<file path="src/rtl/tseq_pkg.sv">
package tseq_pkg;
  localparam int unsigned MAP_MAX = 1024;

  // chain with self-loops, last stage to every exit, stage 1 to last exit
  function automatic logic [MAP_MAX-1:0] chain_map(input int n, input int e);
    logic [MAP_MAX-1:0] m;
    int base;
    m = '0;
    for (int i = 0; i < n; i++) begin
      base = i * (n + e);
      m[base + i] = 1'b1;
      if (i < n - 1) m[base + i + 1] = 1'b1;
      if (i == n - 1) for (int x = 0; x < e; x++) m[base + n + x] = 1'b1;
      if (i == 1 && n > 2) m[base + n + e - 1] = 1'b1;
    end
    return m;
  endfunction
endpackage

</file>
<file path="src/rtl/tseq_stage.sv">
module tseq_stage #(
  parameter int unsigned N_STAGES = 8
) (
  input  logic                clk_i,
  input  logic                rst_ni,
  input  logic [N_STAGES-1:0] feed_i,
  input  logic                load_i,
  input  logic                set_i,
  input  logic                clr_i,
  output logic                q_o
);
  logic d;
  assign d = ((|feed_i) | load_i | set_i) & ~clr_i;

  always_ff @(posedge clk_i or negedge rst_ni) begin
    if (!rst_ni) q_o <= 1'b0;
    else         q_o <= d;
  end
endmodule

</file>
<file path="src/rtl/tseq_exit.sv">
module tseq_exit #(
  parameter int unsigned N_STAGES = 8,
  parameter int unsigned N_EXITS  = 2,
  localparam int unsigned EXIT_W  = (N_EXITS > 1) ? $clog2(N_EXITS) : 1
) (
  input  logic                               clk_i,
  input  logic                               rst_ni,
  input  logic [N_EXITS-1:0][N_STAGES-1:0]   col_i,
  output logic                               done_o,
  output logic [EXIT_W-1:0]                  exit_o
);
  logic              hit;
  logic [EXIT_W-1:0] idx;

  always_comb begin
    hit = 1'b0;
    idx = '0;
    for (int e = N_EXITS - 1; e >= 0; e--) begin
      if (|col_i[e]) begin
        hit = 1'b1;
        idx = EXIT_W'(e);
      end
    end
  end

  always_ff @(posedge clk_i or negedge rst_ni) begin
    if (!rst_ni) begin
      done_o <= 1'b0;
      exit_o <= '0;
    end else begin
      done_o <= hit;
      if (hit) exit_o <= idx;
    end
  end
endmodule

</file>
<file path="src/rtl/tseq_network.sv">
module tseq_network #(
  parameter int unsigned N_STAGES = 8,
  parameter int unsigned N_EXITS  = 2,
  parameter int unsigned N_STARTS = 2,
  parameter logic [N_STAGES*(N_STAGES+N_EXITS)-1:0] LINK_MAP =
    (N_STAGES*(N_STAGES+N_EXITS))'(tseq_pkg::chain_map(N_STAGES, N_EXITS)),
  parameter logic [N_STARTS*N_STAGES-1:0] ENTRY_MAP =
    {{(N_STAGES-3){1'b0}}, 3'b100, {(N_STAGES-1){1'b0}}, 1'b1},
  localparam int unsigned ROW_W  = N_STAGES + N_EXITS,
  localparam int unsigned EXIT_W = (N_EXITS > 1) ? $clog2(N_EXITS) : 1
) (
  input  logic                      clk_i,
  input  logic                      rst_ni,
  input  logic [N_STARTS-1:0]       start_i,
  input  logic [N_STAGES*ROW_W-1:0] sel_i,
  input  logic [N_STAGES-1:0]       force_set_i,
  input  logic [N_STAGES-1:0]       force_clr_i,
  output logic [N_STAGES-1:0]       tok_o,
  output logic                      done_o,
  output logic [EXIT_W-1:0]         exit_o
);
  // act[i] : live outgoing link of source i (token & present & chosen)
  logic [N_STAGES-1:0][ROW_W-1:0]    act;
  logic [N_STAGES-1:0][N_STAGES-1:0] feed;   // feed[j][i]
  logic [N_EXITS-1:0][N_STAGES-1:0]  ex_col; // ex_col[e][i]
  logic                              idle;

  assign idle = ~|tok_o;

  for (genvar i = 0; i < N_STAGES; i++) begin : g_src
    assign act[i] = {ROW_W{tok_o[i]}} & sel_i[i*ROW_W +: ROW_W]
                    & LINK_MAP[i*ROW_W +: ROW_W];
    for (genvar j = 0; j < N_STAGES; j++) begin : g_dst
      assign feed[j][i] = act[i][j];
    end
    for (genvar e = 0; e < N_EXITS; e++) begin : g_ex
      assign ex_col[e][i] = act[i][N_STAGES + e];
    end
  end

  for (genvar j = 0; j < N_STAGES; j++) begin : g_stage
    logic [N_STARTS-1:0] entry_hit;
    for (genvar s = 0; s < N_STARTS; s++) begin : g_st
      assign entry_hit[s] = start_i[s] & ENTRY_MAP[s*N_STAGES + j];
    end

    tseq_stage #(.N_STAGES(N_STAGES)) u_stage (
      .clk_i  (clk_i),
      .rst_ni (rst_ni),
      .feed_i (feed[j]),
      .load_i (idle & (|entry_hit)),
      .set_i  (force_set_i[j]),
      .clr_i  (force_clr_i[j]),
      .q_o    (tok_o[j])
    );
  end

  tseq_exit #(.N_STAGES(N_STAGES), .N_EXITS(N_EXITS)) u_exit (
    .clk_i  (clk_i),
    .rst_ni (rst_ni),
    .col_i  (ex_col),
    .done_o (done_o),
    .exit_o (exit_o)
  );
endmodule

</file>
<file path="config.mk">
export PLATFORM = sky130hd
export DESIGN_NAME = tseq_network
export DESIGN_NICKNAME = d
export VERILOG_FILES = /design/src/rtl/tseq_pkg.sv /design/src/rtl/tseq_stage.sv /design/src/rtl/tseq_exit.sv /design/src/rtl/tseq_network.sv
export SDC_FILE = /design/constraint.sdc
export NUM_CORES = 1
export LEC_CHECK = 0
export ABC_AREA = 1
export BUFFER_PORTS_ARGS = -buffer_cell sky130_fd_sc_hd__buf_2
export CORE_MARGIN = 2
export CORE_UTILIZATION = 31
export CTS_BUF_LIST = sky130_fd_sc_hd__clkbuf_8
export DETAILED_ROUTE_END_ITERATION = 7
export MAX_ROUTING_LAYER = met4
export PLACE_DENSITY = 0.86
export SYNTH_ARGS = -nofsm -noshare
export SYNTH_HDL_FRONTEND = slang
export SYNTH_HIERARCHICAL = 1
export SYNTH_SLANG_ARGS = --single-unit
</file>
<file path="constraint.sdc">
create_clock -name clk_i -period 1.6 [get_ports clk_i]
set_clock_uncertainty 0.15 [all_clocks]
set_input_delay 0 -clock clk_i [delete_from_list [all_inputs] [get_ports clk_i]]
set_output_delay 0 -clock clk_i [all_outputs]
set_load 0.1 [all_outputs]
</file>
; ---- Word level (Yosys, flattened, before mapping)
; Cells that the tools add are included.
; Widths: inputs -> output; s select.
[totals]
ff_bits = 10
in_bits = 100
output_inout_bits = 10
wordCells = 59
[classes]
n_mux = 3
bitwise_logic = 36
n_reduce_logical = 10
[ops]
columns = op, count
row1 = $and 10x10->10, 2
row2 = $reduce_or 2->1, 8
row3 = $and 1x1->1, 10
row4 = $or 1x1->1, 10
row5 = $and 8x8->8, 1
row6 = $not 1->1, 8
row7 = $reduce_or 8->1, 1
row8 = $and 7x7->7, 1
row9 = $and 6x6->6, 1
row10 = $and 5x5->5, 1
row11 = $and 4x4->4, 1
row12 = $mux 1, 3
row13 = $and 2x2->2, 1
row14 = $logic_not 1->1, 1

; ---- Logic depth before layout (Yosys ltp)
[logic_depth]
depth_word = 6
mapped_depth = 7
ltp_nobuf = 7

; ---- Hierarchy
; The synthesis kept the hierarchy.
[by_module_without_submodules]
columns = module, n_inst, cells_each, area_each_um2, seq_area_each_um2
row1 = tseq_stage, 8, 10, 60.1, 25.0
row2 = tseq_network, 1, 47, 181.4, 0.0
row3 = tseq_exit, 1, 23, 142.6, 50.0

; ---- Worst setup path after synthesis
; OpenSTA, ideal clock, no wires.
[synth_path]
kind = register to register
from = register g_stage[7].u_stage.q_o
to = register g_stage[0].u_stage.q_o
setup_time_ns = 0.115
arrival_time_ns = 1.482
required_time_ns = 1.335
path_slack_ns = -0.148
path_stages_with_launch = 8
n_path_buf = 0
synth_period_minus_slack_ns = 1.748
path_cell_list = dfrtp_1 > nor2_1 > nand2_1 > nor3_1 > nor2_1 > nand3_1 > nor2_1 > nor2_1
[synth_via]
elab_chain_len = 6
[synth_rtl]
columns = element, line
row1 = start: declaration, tseq_stage.sv:10  ; output logic q_o
row2 = start signal: assignment, tseq_stage.sv:16  ; if (!rst_ni) q_o <= 1'b0;
row3 = start signal: assignment, tseq_stage.sv:17  ; else q_o <= d;
row4 = $reduce_or 8->1, tseq_network.sv:28  ; assign idle = ~|tok_o;
row5 = $logic_not 1->1, tseq_network.sv:28
row6 = $and 1x1->1, tseq_network.sv:51  ; .load_i (idle & (|entry_hit)),
row7 = $or 1x1->1 (2 in series), tseq_stage.sv:13  ; assign d = ((|feed_i) | load_i | set_i) & ~clr_i;
row8 = $and 1x1->1, tseq_stage.sv:13
row9 = named net g_stage[0].u_stage.d, tseq_stage.sv:12  ; logic d;
row10 = end signal: assignment, tseq_stage.sv:16
row11 = end signal: assignment, tseq_stage.sv:17
row12 = end: declaration, tseq_stage.sv:10
; The timed path passes the listed nets, and every way through them passes these cells.
; A chain may end at the register's enable or synchronous reset.

; ---- Worst setup path in the final report
[layout_path]
from = register g_stage[7].u_stage.q_o
to = register g_stage[2].u_stage.q_o
[layout_via]
elab_chain_len = 6
[layout_rtl]
columns = element, line
row1 = $reduce_or 8->1, tseq_network.sv:28
row2 = $logic_not 1->1, tseq_network.sv:28
row3 = $and 1x1->1, tseq_network.sv:51
row4 = $or 1x1->1 (2 in series), tseq_stage.sv:13
row5 = $and 1x1->1, tseq_stage.sv:13
row6 = named net g_stage[2].u_stage.d, tseq_stage.sv:12
row7 = end signal: assignment, tseq_stage.sv:16
row8 = end signal: assignment, tseq_stage.sv:17
row9 = end: declaration, tseq_stage.sv:10
; The timed path passes the listed nets, and every way through them passes these cells.

==> results.sh <==
export IMPL_post_cts_buffers=0
export IMPL_crit_required_ns=1.61
export IMPL_grt_pass1_vias=948
export IMPL_antenna_cells=0
export IMPL_cts_buffers_inserted=3
export IMPL_worstSetupPathType="register to register"
export IMPL_coreArea_um2=2477
export IMPL_status="complete, no violations"
export IMPL_power_total_uw=802.2
export IMPL_antenna_found_initial=0
export IMPL_drtIter0Drc=9
export IMPL_ys_seq_elements=10
export IMPL_cts_resized=0
export IMPL_drive_above_1_share=0.2175
export IMPL_slew_violations=0
export IMPL_crit_path_start_kind="register"
export IMPL_max_freq_mhz=781.2
export IMPL_clk_pin_slew_ns=0.05
export IMPL_start_util=0.3247
export IMPL_netlist_area_um2=804.5
export IMPL_cts_max_level=1
export IMPL_die_w_um=54.95
export IMPL_grt_overflow=0
export IMPL_endpoint_kind="register"
export IMPL_vias=1128
export IMPL_holdBufCountCts=17
export IMPL_ys_seq_area_frac=0.3110
export IMPL_finalHoldViolCount=0
export IMPL_clock_sinks=10
export IMPL_wire_per_inst_um=6.933
export IMPL_via_per_inst=3.581
export IMPL_placed_cell_area_um2=1339
export IMPL_fin_cells=315
export IMPL_clk_latency_ns=0.23
export IMPL_dp_cells=294
export IMPL_nets=386
export IMPL_n_fill_cell=235
export IMPL_finalInstanceArea_um2=1554
export IMPL_whs_ns=0.004290
export IMPL_track_usage=0.1683
export IMPL_ant_nets=0
export IMPL_cts_tree="built"
export IMPL_multi_input_area_um2=711.9
export IMPL_layout_common_cells="conb_1, nor2_1, buf_2, nand2_1, inv_1"
export IMPL_grt_pass1_wl_mm=3.546
export IMPL_clock_path_buffers=2
export IMPL_gp_congestion=0.6990
export IMPL_cellLeakagePower_uw=0.0009455
export IMPL_synth_top_area_share=0.3110
export IMPL_p_per_area_nw_per_um2=516.2
export IMPL_floorplan_rows=18
export IMPL_io_pins=110
export IMPL_hold_depth=7
export IMPL_finalSetupViolations=0
export IMPL_yosysWarningCount=6
export IMPL_fin_crit_ns=1.280
export IMPL_synth_top_cell_by_area="dfrtp_1"
export IMPL_worstPathArrival_ns=1.29
export IMPL_critPathMaxFanout=5
export IMPL_drc=0
export IMPL_final_common_cell="conb_1"
export IMPL_cap_violations=0
export IMPL_route_final_wire_length_mm=2.184
export IMPL_dp_hpwl_mm=1.677
export IMPL_ys_types=10
export IMPL_clockRootBuffer="clkbuf_8"
export IMPL_hp_class="primary input to register"
export IMPL_grt_max_degree=11
export IMPL_period_share=0.8001
export IMPL_reg2regPathDepth=7
export IMPL_peakVddDrop_uv=367.5
export IMPL_rsz0062_at_grt="no"
export IMPL_seq_area_um2=260.3
export IMPL_dr_pass1_iters=4
export IMPL_synth_area_leaders="dfrtp_1, nor2_1, nand2_1"
export IMPL_synthCells=150
export IMPL_syn_area_per_cell_um2=5.363
export IMPL_finalSetupTns_ns=0
export IMPL_die_area_um2=3019
export IMPL_die_y_um=54.95
export IMPL_io_buffers=47
export IMPL_area_delta_synth_final_pct=93.16
## worst paths after layout
kind / to / slack [ns] / start
worst max register to register: g_stage[2].u_stage/q_o / 0.32 / g_stage[7].u_stage/q_o
min in group asynchronous: g_stage[4].u_stage/q_o / 0.02 / rst_ni
worst min register to register: u_exit/exit_o / 0.40 / u_exit/exit_o
worst max-delay path: g_stage[2].u_stage/q_o / 0.32 / g_stage[7].u_stage/q_o
max in group asynchronous: g_stage[0].u_stage/q_o / 1.07 / rst_ni
worst min-delay path: g_stage[5].u_stage/q_o / 0.004 / sel_i[55]
## worst max-delay path, cell delays in order (launching register included)
cell	delay, ns
dfrtp_2	0.42
nor2_1	0.12
nand2_1	0.09
nor3_1	0.18
nor2_1	0.07
nand3_1	0.08
nor2_1	0.04
nor2_1	0.07
## logic make-up (layout without fill, tap and decap cells)
family	Yosys count	count (layout)	share of synthesized area
flip-flops	10	10	0.3110
AND/OR/NAND/NOR	113	113	0.5568
AO/OA/AOI/OAI	1	1	0.01089
buffers and inverters	25	93	0.1166
other	1	68	0.004661
## final cells by class
cell class,count,share of cell area
Clock buffer,3,0.02657
Clock inverter,1,0.002415
Inverter,25,0.06039
Multi-Input combinational cell,182,0.4581
Sequential cell,10,0.1675
Tap cell,30,0.02415
Timing Repair Buffer,64,0.2609
## stage by stage
| step | utilization | setup WS (ns) |
|---|---|---|
| 6_report | 0.6273 | 0.3199 |
| 5_1_grt | 0.6273 | 0.2115 |
| 4_1_cts | 0.6273 | 0.3009 |
| 3_5_place_dp | 0.5404 | 0.3037 |
| 3_3_place_gp | 0.5404 | 0.3169 |
| 2_1_floorplan | - | 0.1430 |
## layer usage
metal  vias up  wire, um  GRT usage
met5         -         0          -
met2        35      1194     0.3452
met3         0       144    0.03226
met4         0         0    0.02439
li1        641         -          -
met1       452       845     0.1631
## cells in the mapped netlist, drive strengths merged
master   n
nor2    68
nand2   33
inv     25
dfrtp   10
nand3    9
nor3     2
a21oi    1
and2     1
conb     1
## state kept, by name, indices dropped and copies added, names as in the netlist
name and count:
u_exit/done_o 1, g_stage.u_stage/q_o 8, u_exit/exit_o 1
## report_power, final
part	switching (uW)	total, uW	leakage [uW]	internal, uW
Combinational	168	267	0.000811	99.5
Clock	90.0	257	0.0000269	167
Sequential	11.3	278	0.000108	266
(Power assumes the default switching activity.)
